`src/rtl/csi_bringup_pkg.sv`:
```
package csi_bringup_pkg;
  localparam int unsigned STAT_W        = 16;
  localparam int unsigned DATA_STOP_LSB = 4;
  localparam int unsigned HS_CLK_BIT    = 8;
  localparam int unsigned CLK_STOP_BIT  = 10;

  typedef enum logic [3:0] {
    ST_IDLE,
    ST_PHYCFG,
    ST_ENABLE,
    ST_WT_LP,
    ST_WT_STOP,
    ST_CLKREQ,
    ST_WT_STRM,
    ST_WT_HS,
    ST_RUN,
    ST_UN_STRM,
    ST_UN_LP
  } seq_state_e;
endpackage

```
`src/rtl/bringup_timer.sv`:
```
module bringup_timer #(
  parameter int unsigned LIMIT = 20
) (
  input  logic clk_i,
  input  logic rst_ni,
  input  logic run_i,
  input  logic clr_i,
  output logic expired_o
);
  localparam int unsigned CNT_W = (LIMIT > 1) ? $clog2(LIMIT + 1) : 1;
  localparam logic [CNT_W-1:0] LAST = CNT_W'(LIMIT - 1);

  logic [CNT_W-1:0] cnt_q;

  assign expired_o = run_i && (cnt_q == LAST);

  always_ff @(posedge clk_i or negedge rst_ni) begin
    if (!rst_ni)                  cnt_q <= '0;
    else if (clr_i)               cnt_q <= '0;
    else if (run_i && !expired_o) cnt_q <= cnt_q + 1'b1;
  end

  AST_CNT_BOUND: assert property (@(posedge clk_i) disable iff (!rst_ni)
    cnt_q <= LAST) else $error("timer overrun");
endmodule

```
`src/rtl/phy_status_eval.sv`:
```
module phy_status_eval import csi_bringup_pkg::*; #(
  parameter int unsigned MAX_LANES = 4,
  parameter int unsigned CFG_W     = 2
) (
  input  logic [CFG_W-1:0]  cfg_i,
  input  logic [STAT_W-1:0] phy_state_i,
  output logic              stop_ok_o,
  output logic              hs_ok_o
);
  logic [MAX_LANES-1:0] lane_bits;
  logic [STAT_W-1:0]    mask;

  for (genvar n = 0; n < MAX_LANES; n++) begin : g_lane
    assign lane_bits[n] = (cfg_i >= CFG_W'(n));
  end

  assign mask      = (STAT_W'(lane_bits) << DATA_STOP_LSB) | (STAT_W'(1) << CLK_STOP_BIT);
  assign stop_ok_o = ((phy_state_i & mask) == mask);
  assign hs_ok_o   = phy_state_i[HS_CLK_BIT];
endmodule

```
`src/rtl/bringup_fsm.sv`:
```
module bringup_fsm import csi_bringup_pkg::*; #(
  parameter int unsigned MAX_LANES = 4,
  parameter int unsigned LANE_W    = 3,
  parameter int unsigned CFG_W     = 2
) (
  input  logic              clk_i,
  input  logic              rst_ni,
  input  logic              start_i,
  input  logic              stop_i,
  input  logic [LANE_W-1:0] lanes_i,
  input  logic              stop_ok_i,
  input  logic              hs_ok_i,
  input  logic              ack_i,
  input  logic              tmo_i,
  output logic              wait_o,
  output logic              step_o,
  output logic [CFG_W-1:0]  cfg_o,
  output logic              phy_cfg_o,
  output logic              en_o,
  output logic              lp_hold_o,
  output logic              strm_on_o,
  output logic              strm_off_o,
  output logic              lp_rel_o,
  output logic              done_o,
  output logic              warn_o,
  output logic              err_o
);
  seq_state_e       state_q, state_d;
  logic [CFG_W-1:0] cfg_q;
  logic             done_q, warn_q, err_q;
  logic             lanes_ok, start_ok, start_bad;
  logic             fatal_tmo, stop_tmo;

  assign lanes_ok  = (lanes_i != '0) && (lanes_i <= LANE_W'(MAX_LANES));
  assign start_ok  = (state_q == ST_IDLE) && start_i && lanes_ok;
  assign start_bad = (state_q == ST_IDLE) && start_i && !lanes_ok;

  always_comb begin
    state_d   = state_q;
    fatal_tmo = 1'b0;
    stop_tmo  = 1'b0;
    unique case (state_q)
      ST_IDLE:    if (start_ok) state_d = ST_PHYCFG;
      ST_PHYCFG:  state_d = ST_ENABLE;
      ST_ENABLE:  state_d = ST_WT_LP;
      ST_WT_LP: begin
        if (ack_i) state_d = ST_WT_STOP;
        else if (tmo_i) begin
          state_d   = ST_UN_LP;
          fatal_tmo = 1'b1;
        end
      end
      ST_WT_STOP: begin
        if (stop_ok_i) state_d = ST_CLKREQ;
        else if (tmo_i) begin
          state_d  = ST_CLKREQ;  // warn and continue
          stop_tmo = 1'b1;
        end
      end
      ST_CLKREQ:  state_d = ST_WT_STRM;
      ST_WT_STRM: begin
        if (ack_i) state_d = ST_WT_HS;
        else if (tmo_i) begin
          state_d   = ST_UN_LP;  // sensor never streamed: skip stream-off
          fatal_tmo = 1'b1;
        end
      end
      ST_WT_HS: begin
        if (hs_ok_i) state_d = ST_RUN;
        else if (tmo_i) begin
          state_d   = ST_UN_STRM;
          fatal_tmo = 1'b1;
        end
      end
      ST_RUN:     if (stop_i) state_d = ST_UN_STRM;
      ST_UN_STRM: state_d = ST_UN_LP;
      ST_UN_LP:   state_d = ST_IDLE;
      default:    state_d = ST_IDLE;
    endcase
  end

  always_ff @(posedge clk_i or negedge rst_ni) begin
    if (!rst_ni) begin
      state_q <= ST_IDLE;
      cfg_q   <= '0;
      done_q  <= 1'b0;
      warn_q  <= 1'b0;
      err_q   <= 1'b0;
    end else begin
      state_q <= state_d;
      done_q  <= (state_q == ST_WT_HS) && (state_d == ST_RUN);
      if (start_ok) begin
        cfg_q  <= CFG_W'(lanes_i - LANE_W'(1));
        warn_q <= 1'b0;
        err_q  <= 1'b0;
      end else begin
        if (start_bad || fatal_tmo) err_q  <= 1'b1;
        if (stop_tmo)               warn_q <= 1'b1;
      end
    end
  end

  assign wait_o     = state_q inside {ST_WT_LP, ST_WT_STOP, ST_WT_STRM, ST_WT_HS};
  assign step_o     = (state_d != state_q);
  assign cfg_o      = cfg_q;
  assign phy_cfg_o  = (state_q == ST_PHYCFG);
  assign en_o       = !(state_q inside {ST_IDLE, ST_PHYCFG});
  assign lp_hold_o  = (state_q == ST_ENABLE);
  assign strm_on_o  = (state_q == ST_CLKREQ);
  assign strm_off_o = (state_q == ST_UN_STRM);
  assign lp_rel_o   = (state_q == ST_UN_LP);
  assign done_o     = done_q;
  assign warn_o     = warn_q;
  assign err_o      = err_q;

  AST_DONE_NEEDS_HS: assert property (@(posedge clk_i) disable iff (!rst_ni)
    $rose(done_q) |-> $past(hs_ok_i)) else $error("done without clock");
  AST_DONE_PULSE: assert property (@(posedge clk_i) disable iff (!rst_ni)
    done_q |=> !done_q) else $error("done too long");
  AST_WARN_FROM_STOP: assert property (@(posedge clk_i) disable iff (!rst_ni)
    $rose(warn_q) |-> $past(state_q == ST_WT_STOP)) else $error("stray warn");
  AST_OFF_THEN_REL: assert property (@(posedge clk_i) disable iff (!rst_ni)
    strm_off_o |=> lp_rel_o) else $error("unwind order");
  AST_EN_DROP_LAST: assert property (@(posedge clk_i) disable iff (!rst_ni)
    $fell(en_o) |-> $past(lp_rel_o)) else $error("enables dropped early");
  AST_CFG_HELD: assert property (@(posedge clk_i) disable iff (!rst_ni)
    (state_q != ST_IDLE) && $past(state_q != ST_IDLE) |-> $stable(cfg_q))
    else $error("lane field moved while busy");
endmodule

```
`src/rtl/csi_bringup_seq.sv`:
```
module csi_bringup_seq import csi_bringup_pkg::*; #(
  parameter int unsigned MAX_LANES   = 4,
  parameter int unsigned CLK_HZ      = 250_000_000,
  parameter int unsigned TIMEOUT_MS  = 500,
  parameter int unsigned TIMEOUT_CYC = CLK_HZ / 1000 * TIMEOUT_MS,
  localparam int unsigned LANE_W     = $clog2(MAX_LANES + 1),
  localparam int unsigned CFG_W      = (MAX_LANES > 1) ? $clog2(MAX_LANES) : 1
) (
  input  logic              clk_i,
  input  logic              rst_ni,
  input  logic              start_i,
  input  logic              stop_i,
  input  logic [LANE_W-1:0] lanes_i,
  input  logic [STAT_W-1:0] phy_state_i,
  input  logic              sensor_ack_i,
  output logic [CFG_W-1:0]  lane_cfg_o,
  output logic              phy_shutdown_n_o,
  output logic              phy_rst_n_o,
  output logic              rx_rst_n_o,
  output logic              phy_cfg_o,
  output logic              sensor_lp_hold_o,
  output logic              sensor_stream_on_o,
  output logic              sensor_stream_off_o,
  output logic              sensor_lp_release_o,
  output logic              done_o,
  output logic              warn_o,
  output logic              err_o
);
  logic stop_ok, hs_ok, tmo, wait_st, step, en;

  phy_status_eval #(.MAX_LANES(MAX_LANES), .CFG_W(CFG_W)) u_eval (
    .cfg_i       (lane_cfg_o),
    .phy_state_i (phy_state_i),
    .stop_ok_o   (stop_ok),
    .hs_ok_o     (hs_ok)
  );

  bringup_timer #(.LIMIT(TIMEOUT_CYC)) u_timer (
    .clk_i     (clk_i),
    .rst_ni    (rst_ni),
    .run_i     (wait_st),
    .clr_i     (step),
    .expired_o (tmo)
  );

  bringup_fsm #(.MAX_LANES(MAX_LANES), .LANE_W(LANE_W), .CFG_W(CFG_W)) u_fsm (
    .clk_i      (clk_i),
    .rst_ni     (rst_ni),
    .start_i    (start_i),
    .stop_i     (stop_i),
    .lanes_i    (lanes_i),
    .stop_ok_i  (stop_ok),
    .hs_ok_i    (hs_ok),
    .ack_i      (sensor_ack_i),
    .tmo_i      (tmo),
    .wait_o     (wait_st),
    .step_o     (step),
    .cfg_o      (lane_cfg_o),
    .phy_cfg_o  (phy_cfg_o),
    .en_o       (en),
    .lp_hold_o  (sensor_lp_hold_o),
    .strm_on_o  (sensor_stream_on_o),
    .strm_off_o (sensor_stream_off_o),
    .lp_rel_o   (sensor_lp_release_o),
    .done_o     (done_o),
    .warn_o     (warn_o),
    .err_o      (err_o)
  );

  assign phy_shutdown_n_o = en;
  assign phy_rst_n_o      = en;
  assign rx_rst_n_o       = en;
endmodule

```
`config.mk`:
```
export PLATFORM = sky130hd
export DESIGN_NAME = csi_bringup_seq
export DESIGN_NICKNAME = d
export VERILOG_FILES = /design/src/rtl/csi_bringup_pkg.sv /design/src/rtl/bringup_timer.sv /design/src/rtl/phy_status_eval.sv /design/src/rtl/bringup_fsm.sv /design/src/rtl/csi_bringup_seq.sv
export SDC_FILE = /design/constraint.sdc
export NUM_CORES = 1
export LEC_CHECK = 0
export BUFFER_PORTS_ARGS = -buffer_cell sky130_fd_sc_hd__buf_2
export CAP_MARGIN = 20
export CELL_PAD_IN_SITES_DETAIL_PLACEMENT = 0
export CELL_PAD_IN_SITES_GLOBAL_PLACEMENT = 1
export CORE_ASPECT_RATIO = 1.4
export CORE_UTILIZATION = 42
export CTS_CLUSTER_DIAMETER = 60
export CTS_CLUSTER_SIZE = 28
export DETAILED_ROUTE_END_ITERATION = 8
export PLACE_DENSITY_LB_ADDON = 0.1
export SLEW_MARGIN = 30
export SYNTH_ARGS = -nofsm -noshare
export SYNTH_HDL_FRONTEND = slang
export SYNTH_SLANG_ARGS = --single-unit
```
`constraint.sdc`:
```
create_clock -name clk_i -period 4.7 [get_ports clk_i]
set_input_delay 0.94 -clock clk_i [delete_from_list [all_inputs] [get_ports clk_i]]
set_output_delay 0.94 -clock clk_i [all_outputs]
set_load 0.01 [all_outputs]
```
==> results of run 1 <==
layout by cell type (no fill, tap or decap), drive strengths merged, types with 3 or more instances in the layout:
| master | count |
|---|---|
| a21oi | 8 |
| xnor2 | 16 |
| xor2 | 12 |
| o21ai | 10 |
| nand2 | 20 |
| nand4 | 7 |
| inv | 6 |
| nand3 | 9 |
| nor2 | 22 |
| nand2b | 8 |
| buf | 27 |
| dfrtp | 36 |
| nor3 | 35 |
| clkbuf | 6 |
| nor4b | 3 |
through the flow:
step                      setup slack [ns]  area, µm²  hold slack, ns    util  instances
final                                1.611       2430          0.5131  0.4904        321
after global routing                 1.447       2430          0.5588  0.4904        321
after CTS                            1.565       2430          0.5265  0.4904        321
after detailed placement             1.425       2352          0.5020  0.4747        314
after global placement               1.415       2352          0.4997  0.4747        314
after floorplan                      2.197       2211          0.5263       -        236
logic make-up (layout without fill, tap and decap cells):
family / count (synthesis) / after routing / synth area share
simple gates: 120 / 120 / 0.3237
flops: 36 / 36 / 0.4075
compound gates: 30 / 30 / 0.08885
xor+xnor: 28 / 28 / 0.1194
buf+inv: 19 / 40 / 0.04470
fa+ha+maj: 2 / 2 / 0.01132
mux: 1 / 1 / 0.004528
worst min-delay path by stage:
stage / from / to / slack, ns / cells after the start
3_5_place_dp: u_fsm.cfg_o[0] / u_fsm.cfg_o[0] / 0.50 / 2
2_1_floorplan: u_fsm.warn_o / u_fsm.warn_o / 0.53 / 2
5_1_grt: u_fsm.warn_o / u_fsm.warn_o / 0.56 / 2
4_1_cts: u_fsm.warn_o / u_fsm.warn_o / 0.53 / 2
6_report: u_fsm.warn_o / u_fsm.warn_o / 0.51 / 2
3_3_place_gp: u_fsm.cfg_o[0] / u_fsm.cfg_o[0] / 0.50 / 2
where the power goes:
group | total, mW | leakage, nW | internal, mW | switching [mW]
sequential | 0.421 | 0.490 | 0.346 | 0.0754
combinational | 0.524 | 0.458 | 0.161 | 0.363
clock | 0.209 | 0.0410 | 0.101 | 0.109
total | 1.15 | 0.989 | 0.608 | 0.547
registers in the layout, indices dropped and copies added (netlist names):
signal         count
u_fsm.done_o       1
u_fsm.cfg_o        2
u_fsm.state_q      4
u_fsm.warn_o       1
u_timer.cnt_q     27
u_fsm.err_o        1
critical path, delay by kind of cell, from the launching register on:
kind | cells | cell delay [ns]
xor+xnor | 1 | 0.57
compound gates | 1 | 0.41
simple gates | 4 | 1.03
buf+inv | 1 | 0.33
flops | 1 | 0.38
fa+ha+maj | 1 | 0.20
layer usage:
| layer | vias up | track usage | routed length [µm] |
|---|---|---|---|
| li1 | 864 | - | - |
| met4 | 0 | 0.08678 | 101 |
| met5 | - | 0 | 0 |
| met2 | 27 | 0.3424 | 2520 |
| met3 | 9 | 0.02734 | 112 |
| met1 | 852 | 0.2132 | 2012 |
final cells by class:
cell class / count / area (µm²) / area share
clock buffer: 6 / 72.57 / 0.02987
clock inverter: 1 / 5.005 / 0.002060
inverter: 6 / 22.52 / 0.009269
multi-input combinational: 181 / 1211 / 0.4985
sequential: 36 / 900.9 / 0.3708
tap: 64 / 80.08 / 0.03296
timing repair buffer: 27 / 137.6 / 0.05664
==> impl_metrics.json, run 1 <==
{
  "status": "complete, no violations",
  "start_kind": "flip-flop",
  "dr_total_vias": 1752,
  "numClockSinks": 36,
  "post_cts_resize_count": 0,
  "insertion_delay_ns": 0.29,
  "finalCritPeriodShare": 0.6573,
  "ys_types": 47,
  "cts_tree": "yes",
  "syn_nets": 262,
  "synth_area_leader_cell": "dfrtp_1",
  "root_buffer": "clkbuf_8",
  "grt_pass1_vias": 1684,
  "ioPinCount": 37,
  "grt_first_pass_wirelength_mm": 8.017,
  "holdCritPathClass": "flip-flop to flip-flop",
  "reg2regPathDepth": 8,
  "maxCapViolCount": 0,
  "leakagePower_nw": 0.9895,
  "ff2ff_setup_slack_ns": 1.61,
  "cp.arrival_ns": 3.22,
  "setup-tns-final_ns": 0,
  "setup_viol": 0,
  "dpl.hpwl_mm": 3.306,
  "slowest_delay_ns": 0.58,
  "synth_edf_count": 0,
  "period_needed_ns": 3.089,
  "cts_setup_buffers": 0,
  "path_max_fanout": 16,
  "finalClockSkew_ns": 0.006369,
  "nNetsFinal": 283,
  "crit_type": "flip-flop to flip-flop",
  "maxSlewHeadroom": 0.4339,
  "critical_path.endpoint": "u_timer.cnt_q[12]",
  "ir_drop_mv": 0.1994,
  "dr.pass1.iters": 4,
  "fp.dieArea_um2": 5562,
  "max-clock-path-buffers": 2,
  "synth_top_area_share": 0.4075,
  "place_congestion": 0.7782,
  "fp.dieW_um": 63.32,
  "diodes": 0,
  "p_total_mw": 1.155,
  "die_h_um": 87.85,
  "synthFlopType": "dfrtp_1",
  "final_layout_size_suffix_gt1_frac": 0.2374,
  "cp-startpoint": "u_timer.cnt_q[0]",
  "reg2reg_from": "u_timer.cnt_q[0]",
  "grt_start_max_net_pins": 37,
  "crit_path_end_kind": "flip-flop",
  "fillers": 492,
  "post-synth-top-count-cell": "dfrtp_1",
  "antenna_found_initial": 0,
  "crit_chain": "ha_1, nand2_1, or4_4, or2_0, a221o_2, xor2_4, buf_4, nor3_1",
  "drc": 0,
  "overflow": 0,
  "ys_async_sr_fraction": 1.000,
  "cts_buffers": 5,
  "clk_pin_slew_ns": 0.07,
  "start_util": 0.4462,
  "ys_ff_latch": 36,
  "critPathRequiredTime_ns": 4.83,
  "drtAntennaViolNets": 0,
  "synth_area_um2": 2211,
  "yosys_warnings": 0,
  "yosysSeqAreaShare": 0.4075,
  "synth_common_cells": "36 x dfrtp_1, 22 x nor2_1, 20 x nand2_1, 20 x nor3_2, 16 x xnor2_1",
  "grt_use_total": 0.1872,
  "yosys-top-cells-area": "dfrtp_1 41%, nor3_2 9.1%, xnor2_1 6.3%",
  "htreeDepth": 2,
  "powerDensity_nw_per_um2": 475.3,
  "coreArea_um2": 4955,
  "rows": 30,
  "syn2layout_area_growth_pct": 9.904,
  "slowest_stage": "or4_4",
  "postSynthCellCount": 236,
  "drt-initial-drc-count": 100,
  "syn_area_per_cell_um2": 9.368,
  "report.final.slew_viol_count": 0,
  "wl_mm": 4.746,
  "max_freq_mhz": 323.7,
  "rsz0062_at_grt": "no",
  "worst_pin_slew_ns": 0.8492,
  "port_buffers": 26,
  "post_drt_wl_per_cell_um": 14.79,
  "hold_viol": 0,
  "vias_per_cell": 5.458,
  "r2r_end": "u_timer.cnt_q[12]",
  "hold_buffers": 0
}
Power figures use the tool's default switching activity.
==> run 2, diff against run 1 <==
==> constraint.sdc (replaced) <==
create_clock -name clk_i -period 2.9 [get_ports clk_i]
set_input_delay 0.58 -clock clk_i [delete_from_list [all_inputs] [get_ports clk_i]]
set_output_delay 0.58 -clock clk_i [all_outputs]
set_load 0.01 [all_outputs]
==> run 2 against run 1 <==
Effect of this change:
- count of clock-buffer cells in the layout grew 1
- design area grew 9.0%
- clock skew shrank 0.0027 ns
- wire length grew 4.3%
- critical path depth grew 1
- sequential share of layout area shrank 3.1 points
- register-to-register slack lost 1.3 ns
- combinational power grew 110%
- core utilization grew 4.4 points
- final cell count grew 7.2%
- largest power group unchanged
- sequential power grew 51%
==> impl_metrics.json, run 2 (synthesized netlist as in run 1, its figures left out) <==
{
  "p_total_mw": 2.144,
  "fp.dieW_um": 63.32,
  "holdCritPathClass": "input pin to asynchronous set/reset pin",
  "vias_per_cell": 5.198,
  "layout_common_cells": "36 x dfrtp_1, 26 x buf_2, 22 x nor2_1",
  "report.final.slew_viol_count": 0,
  "htreeDepth": 2,
  "leakagePower_nw": 1.123,
  "final_layout_size_suffix_gt1_frac": 0.3036,
  "hold_viol": 0,
  "dpl.hpwl_mm": 3.570,
  "r2r_end": "u_timer.cnt_q[6]",
  "drtAntennaViolNets": 0,
  "maxCapViolCount": 0,
  "coreArea_um2": 4955,
  "finalClockSkew_ns": 0.003662,
  "critical_path.endpoint": "u_timer.cnt_q[6]",
  "insertion_delay_ns": 0.29,
  "finalCritPeriodShare": 0.8993,
  "grt_first_pass_wirelength_mm": 8.763,
  "reg2reg_from": "u_timer.cnt_q[0]",
  "maxSlewHeadroom": 0.4548,
  "cp.arrival_ns": 2.81,
  "crit_type": "flip-flop to flip-flop",
  "post-route-util": 0.5346,
  "dr.pass1.iters": 4,
  "powerDensity_nw_per_um2": 809.3,
  "antenna_found_initial": 0,
  "die_h_um": 87.85,
  "rsz0062_at_grt": "no",
  "start_util": 0.4462,
  "reg2regPathDepth": 9,
  "worst_pin_slew_ns": 0.8177,
  "cts_setup_buffers": 0,
  "root_buffer": "clkbuf_8",
  "start_kind": "flip-flop",
  "cts_tree": "yes",
  "grt_use_total": 0.2041,
  "ir_drop_mv": 0.3960,
  "overflow": 0,
  "period_needed_ns": 2.608,
  "numClockSinks": 36,
  "ff2ff_setup_slack_ns": 0.29,
  "post_cts_resize_count": 0,
  "drc": 0,
  "placed_cells": 337,
  "cp-startpoint": "u_timer.cnt_q[0]",
  "drt-initial-drc-count": 87,
  "clk_pin_slew_ns": 0.07,
  "max_freq_mhz": 383.4,
  "post_drt_wl_per_cell_um": 14.40,
  "path_max_fanout": 17,
  "largest_reg_flops": 27,
  "fp.dieArea_um2": 5562,
  "nNetsFinal": 306,
  "grt_pass1_vias": 1842,
  "grt_start_max_net_pins": 37,
  "diodes": 0,
  "layout.cells.non_filler": 344,
  "syn2layout_area_growth_pct": 19.81,
  "wl_mm": 4.952,
  "status": "complete, no violations",
  "port_buffers": 26,
  "setup_viol": 0,
  "cts_buffers": 5,
  "hold_buffers": 0,
  "crit_path_end_kind": "flip-flop",
  "place_congestion": 0.7307,
  "fillers": 504,
  "max-clock-path-buffers": 2,
  "regMostFlops": "u_timer.cnt_q",
  "dr_total_vias": 1788,
  "critPathRequiredTime_ns": 3.10,
  "ioPinCount": 37,
  "rows": 30,
  "layout.cells.most_common": "dfrtp_1"
}
==> run 2: cell type report <==
| class | count | area [µm²] | share of cell area |
|---|---|---|---|
| timing repair buffer | 50 | 337.8 | 0.1275 |
| tap | 64 | 80.08 | 0.03023 |
| inverter | 6 | 22.52 | 0.008503 |
| multi-input combinational | 181 | 1211 | 0.4573 |
| clock buffer | 7 | 96.34 | 0.03637 |
| sequential | 36 | 900.9 | 0.3401 |
==> run 2: power by group <==
group	total (mW)	internal (mW)	switching (mW)
sequential	0.634	0.562	0.0725
combinational	1.12	0.433	0.689
clock	0.388	0.212	0.176
total	2.14	1.21	0.938
==> run 2: worst min-delay path by stage <==
stage,slack (ns),to,from,depth (start not counted)
4_1_cts,0.42,u_timer.cnt_q[18],rst_ni,1
3_3_place_gp,0.49,u_fsm.cfg_o[0],u_fsm.cfg_o[0],2
2_1_floorplan,0.28,u_fsm.cfg_o[0],rst_ni,0
5_1_grt,0.46,u_timer.cnt_q[8],rst_ni,1
3_5_place_dp,0.51,u_fsm.warn_o,u_fsm.warn_o,2
6_report,0.38,u_timer.cnt_q[8],rst_ni,1
==> run 2: worst max-delay path, stage by stage (launching register included) <==
cell,delay (ns)
dfrtp_1,0.35
ha_1,0.20
nand2_1,0.09
or4_4,0.53
or2_0,0.23
a221o_2,0.42
xor2_4,0.17
buf_8,0.17
buf_8,0.16
nor3_1,0.18
==> run 2: metal layers <==
layer	wire [µm]	vias up	track usage	share of wire
met2	2638	28	0.3810	0.53
met3	116	6	0.03125	0.023
met4	75	0	0.07438	0.015
li1	-	908	-	-
met5	0	-	0	0
met1	2122	846	0.2331	0.43
==> run 2: through the flow <==
stage | setup WS, ns | hold slack [ns] | setup TNS, ns | instance area, µm²
3_5_place_dp | 0.2829 | 0.5073 | 0 | 2552
4_1_cts | 0.2618 | 0.4159 | 0 | 2649
2_1_floorplan | 0.5006 | 0.2844 | 0 | 2211
5_1_grt | 0.06111 | 0.4618 | 0 | 2649
6_report | 0.2919 | 0.3829 | 0 | 2649
3_3_place_gp | -0.06390 | 0.4921 | -0.7996 | 2522
==> run 3, diff against run 2 <==
--- a/config.mk
+++ b/config.mk
@@ -5,12 +5,13 @@
 export SDC_FILE = /design/constraint.sdc
 export NUM_CORES = 1
 export LEC_CHECK = 0
+export ABC_AREA = 1
 export BUFFER_PORTS_ARGS = -buffer_cell sky130_fd_sc_hd__buf_2
 export CAP_MARGIN = 20
 export CELL_PAD_IN_SITES_DETAIL_PLACEMENT = 0
 export CELL_PAD_IN_SITES_GLOBAL_PLACEMENT = 1
 export CORE_ASPECT_RATIO = 1.4
-export CORE_UTILIZATION = 42
+export CORE_UTILIZATION = 41
 export CTS_CLUSTER_DIAMETER = 60
 export CTS_CLUSTER_SIZE = 28
 export DETAILED_ROUTE_END_ITERATION = 8
==> constraint.sdc (replaced) <==
create_clock -name clk_i -period 2.55 [get_ports clk_i]
set_input_delay 0.51 -clock clk_i [delete_from_list [all_inputs] [get_ports clk_i]]
set_output_delay 0.51 -clock clk_i [all_outputs]
set_load 0.01 [all_outputs]
==> run 3 against run 2 <==
Effect of this change:
- global-route usage grew 2.1 points
- via count grew 26%
- final cell count grew 32%
- design area grew 4.4%
- clock skew grew 0.0044 ns
- sequential share of layout area shrank 1.4 points
- clock power grew 12%
- total power shrank 6.2%
- core utilization shrank 6.0 points
- sequential power grew 8.8%
- largest power group unchanged
==> impl_metrics.json, run 3 <==
{
  "grt_use_met2": 0.4315,
  "place_congestion": 0.8494,
  "post-route-util": 0.4750,
  "nNetsFinal": 408,
  "syn2layout_area_growth_pct": 11.73,
  "final_layout_size_suffix_gt1_frac": 0.2089,
  "fp.dieW_um": 67.66,
  "setup-tns-final_ns": 0,
  "p_seq_frac": 0.343,
  "rows": 33,
  "overflow": 0,
  "worst_pin_slew_ns": 0.4926,
  "numClockSinks": 36,
  "cts_buffers": 5,
  "htreeDepth": 2,
  "clockPowerShare": 0.215,
  "fp.dieArea_um2": 6355,
  "synth_top_area_share": 0.3640,
  "grt_use_total": 0.2256,
  "synth_edf_count": 0,
  "ir_drop_mv": 0.4904,
  "clk_pin_slew_ns": 0.08,
  "cts_tree": "yes",
  "period_needed_ns": 2.173,
  "met3_usage": 0.03277,
  "dpl.hpwl_mm": 4.732,
  "diodes": 0,
  "postSynthCellCount": 351,
  "grt_start_max_net_pins": 37,
  "start_util": 0.4251,
  "dr.pass1.iters": 4,
  "layout.cells.non_filler": 453,
  "power_switching_mw": 0.9345,
  "leakagePower_nw": 1.292,
  "crit_type": "flip-flop to flip-flop",
  "gr-max-usage-layer": "met2",
  "ys_types": 28,
  "ys_async_sr_fraction": 1.000,
  "post_drt_wl_per_cell_um": 13.60,
  "grt_pass1_vias": 2289,
  "holdCritPathClass": "input pin to asynchronous set/reset pin",
  "largest_reg_flops": 27,
  "syn_nets": 377,
  "layout.cells.most_common": "nand2_1",
  "path_max_fanout": 26,
  "dr_total_vias": 2259,
  "powerDensity_nw_per_um2": 727.4,
  "cts_setup_buffers": 0,
  "hold_viol": 0,
  "setup_viol": 0,
  "die_h_um": 93.93,
  "grt_first_pass_wirelength_mm": 10.56,
  "post-route-worst-setup-slack_ns": 0.3773,
  "wl_mm": 6.159,
  "insertion_delay_ns": 0.29,
  "intPower_mw": 1.077,
  "yosys-top-cells-area": "dfrtp_1 36%, nand2_1 12%, nor2_1 7.7%",
  "maxSlewHeadroom": 0.6716,
  "status": "complete, no violations",
  "finalClockSkew_ns": 0.008017,
  "max-clock-path-buffers": 2,
  "report.final.slew_viol_count": 0,
  "regMostFlops": "u_timer.cnt_q",
  "crit_path_end_kind": "flip-flop",
  "maxCapViolCount": 0,
  "port_buffers": 26,
  "dp_slack_ns": 0.3750,
  "post_cts_resize_count": 0,
  "post-synth-top-count-cell": "nand2_1",
  "layout_common_cells": "81 x nand2_1, 51 x nor2_1, 44 x inv_1",
  "rsz0062_at_grt": "no",
  "syn_area_per_cell_um2": 7.051,
  "synth_common_cells": "81 x nand2_1, 51 x nor2_1, 44 x inv_1, 36 x dfrtp_1",
  "placed_cell_area_um2": 2670,
  "switching_share": 0.4646,
  "synth_area_leader_cell": "dfrtp_1",
  "synth_area_um2": 2475,
  "ioPinCount": 37,
  "placed_cells": 445,
  "fillers": 655,
  "cp.arrival_ns": 2.33,
  "finalInstanceArea_um2": 2765,
  "drt-initial-drc-count": 57,
  "drtAntennaViolNets": 0,
  "coreArea_um2": 5822,
  "yosys_warnings": 0,
  "finalCritPeriodShare": 0.8520,
  "start_kind": "flip-flop",
  "hold_buffers": 0,
  "antenna_found_initial": 0,
  "pwr-share-comb": 0.442,
  "max_freq_mhz": 460.3,
  "yosysSeqAreaShare": 0.3640,
  "use_met1": 0.2393,
  "synthFlopType": "dfrtp_1",
  "root_buffer": "clkbuf_8",
  "vias_per_cell": 4.987,
  "ys_ff_latch": 36,
  "drc": 0,
  "critPathRequiredTime_ns": 2.71
}
-- run 3: cell count changes in the layout (fill, tap and decap cells not counted), moves of 18 or more --
cell and change:
nor2_1 +29, buf_4 -18, nor2_2 +28, nand2_1 +61
nand3_1 +19, nor3_2 -19, inv_1 +38
-- run 3: final timing paths --
check                            startpoint           endpoint  slack (ns)  cells after the start
hold / removal                       rst_ni  u_timer.cnt_q[22]        0.18                      1
hold reg to reg                 u_fsm.err_o        u_fsm.err_o        0.50                      2
max in group asynchronous            rst_ni  u_timer.cnt_q[14]        2.02                      1
setup reg to reg           u_fsm.state_q[2]   u_timer.cnt_q[7]        0.38                     10
min in group clk_i           phy_state_i[8]       u_fsm.done_o        0.47                      3
setup / recovery           u_fsm.state_q[2]   u_timer.cnt_q[7]        0.38                     10
-- run 3: logic make-up (layout without fill, tap and decap cells) --
kind of cell,after synthesis,in the layout,share of synthesized area
compound gates,19,19,0.04601
xor+xnor,19,19,0.06724
fa+ha+maj,2,2,0.01011
buf+inv,52,84,0.08796
flops,36,36,0.3640
simple gates,223,223,0.4247
-- run 3: power by group through the flow --
| stage | registers, mW | logic [mW] | clock network [mW] |
|---|---|---|---|
| after global placement | 0.701 | 0.909 | 0 |
| after detailed placement | 0.703 | 0.904 | 0 |
| final | 0.690 | 0.888 | 0.433 |
| after global routing | 0.698 | 1.00 | 0.473 |
| after CTS | 0.690 | 0.908 | 0.456 |
| after floorplan | 0.702 | 0.729 | 0 |
-- run 3: stage by stage --
step | hold WS [ns] | total power, mW
final | 0.1789 | 2.011
after global routing | 0.2166 | 2.172
after CTS | 0.3527 | 2.054
after detailed placement | 0.4878 | 1.607
after global placement | 0.4745 | 1.610
after floorplan | 0.2144 | 1.431
-- run 3: critical path, stage by stage (launching register included) --
cell     delay, ns
dfrtp_1       0.45
nor2_1        0.28
nand2_1       0.17
o21ai_4       0.13
nand3_1       0.19
nand2_1       0.11
nand2_1       0.06
nand2_2       0.09
nand2_2       0.08
nand2_4       0.36
nor2_1        0.10
-- run 3: layout make-up --
cell class | instances | area [µm²] | area share
timing repair buffer | 28 | 147.6 | 0.05339
clock buffer | 6 | 82.58 | 0.02986
inverter | 48 | 180.2 | 0.06516
sequential | 36 | 900.9 | 0.3258
clock inverter | 2 | 10.01 | 0.003620
tap | 70 | 87.58 | 0.03167
multi-input combinational | 263 | 1356 | 0.4905
-- run 3: per-layer routing --
layer / routed length, µm / vias up
li1: - / 1163
met4: 116 / 0
met1: 2508 / 1049
met3: 164 / 9
met2: 3370 / 38
met5: 0 / -
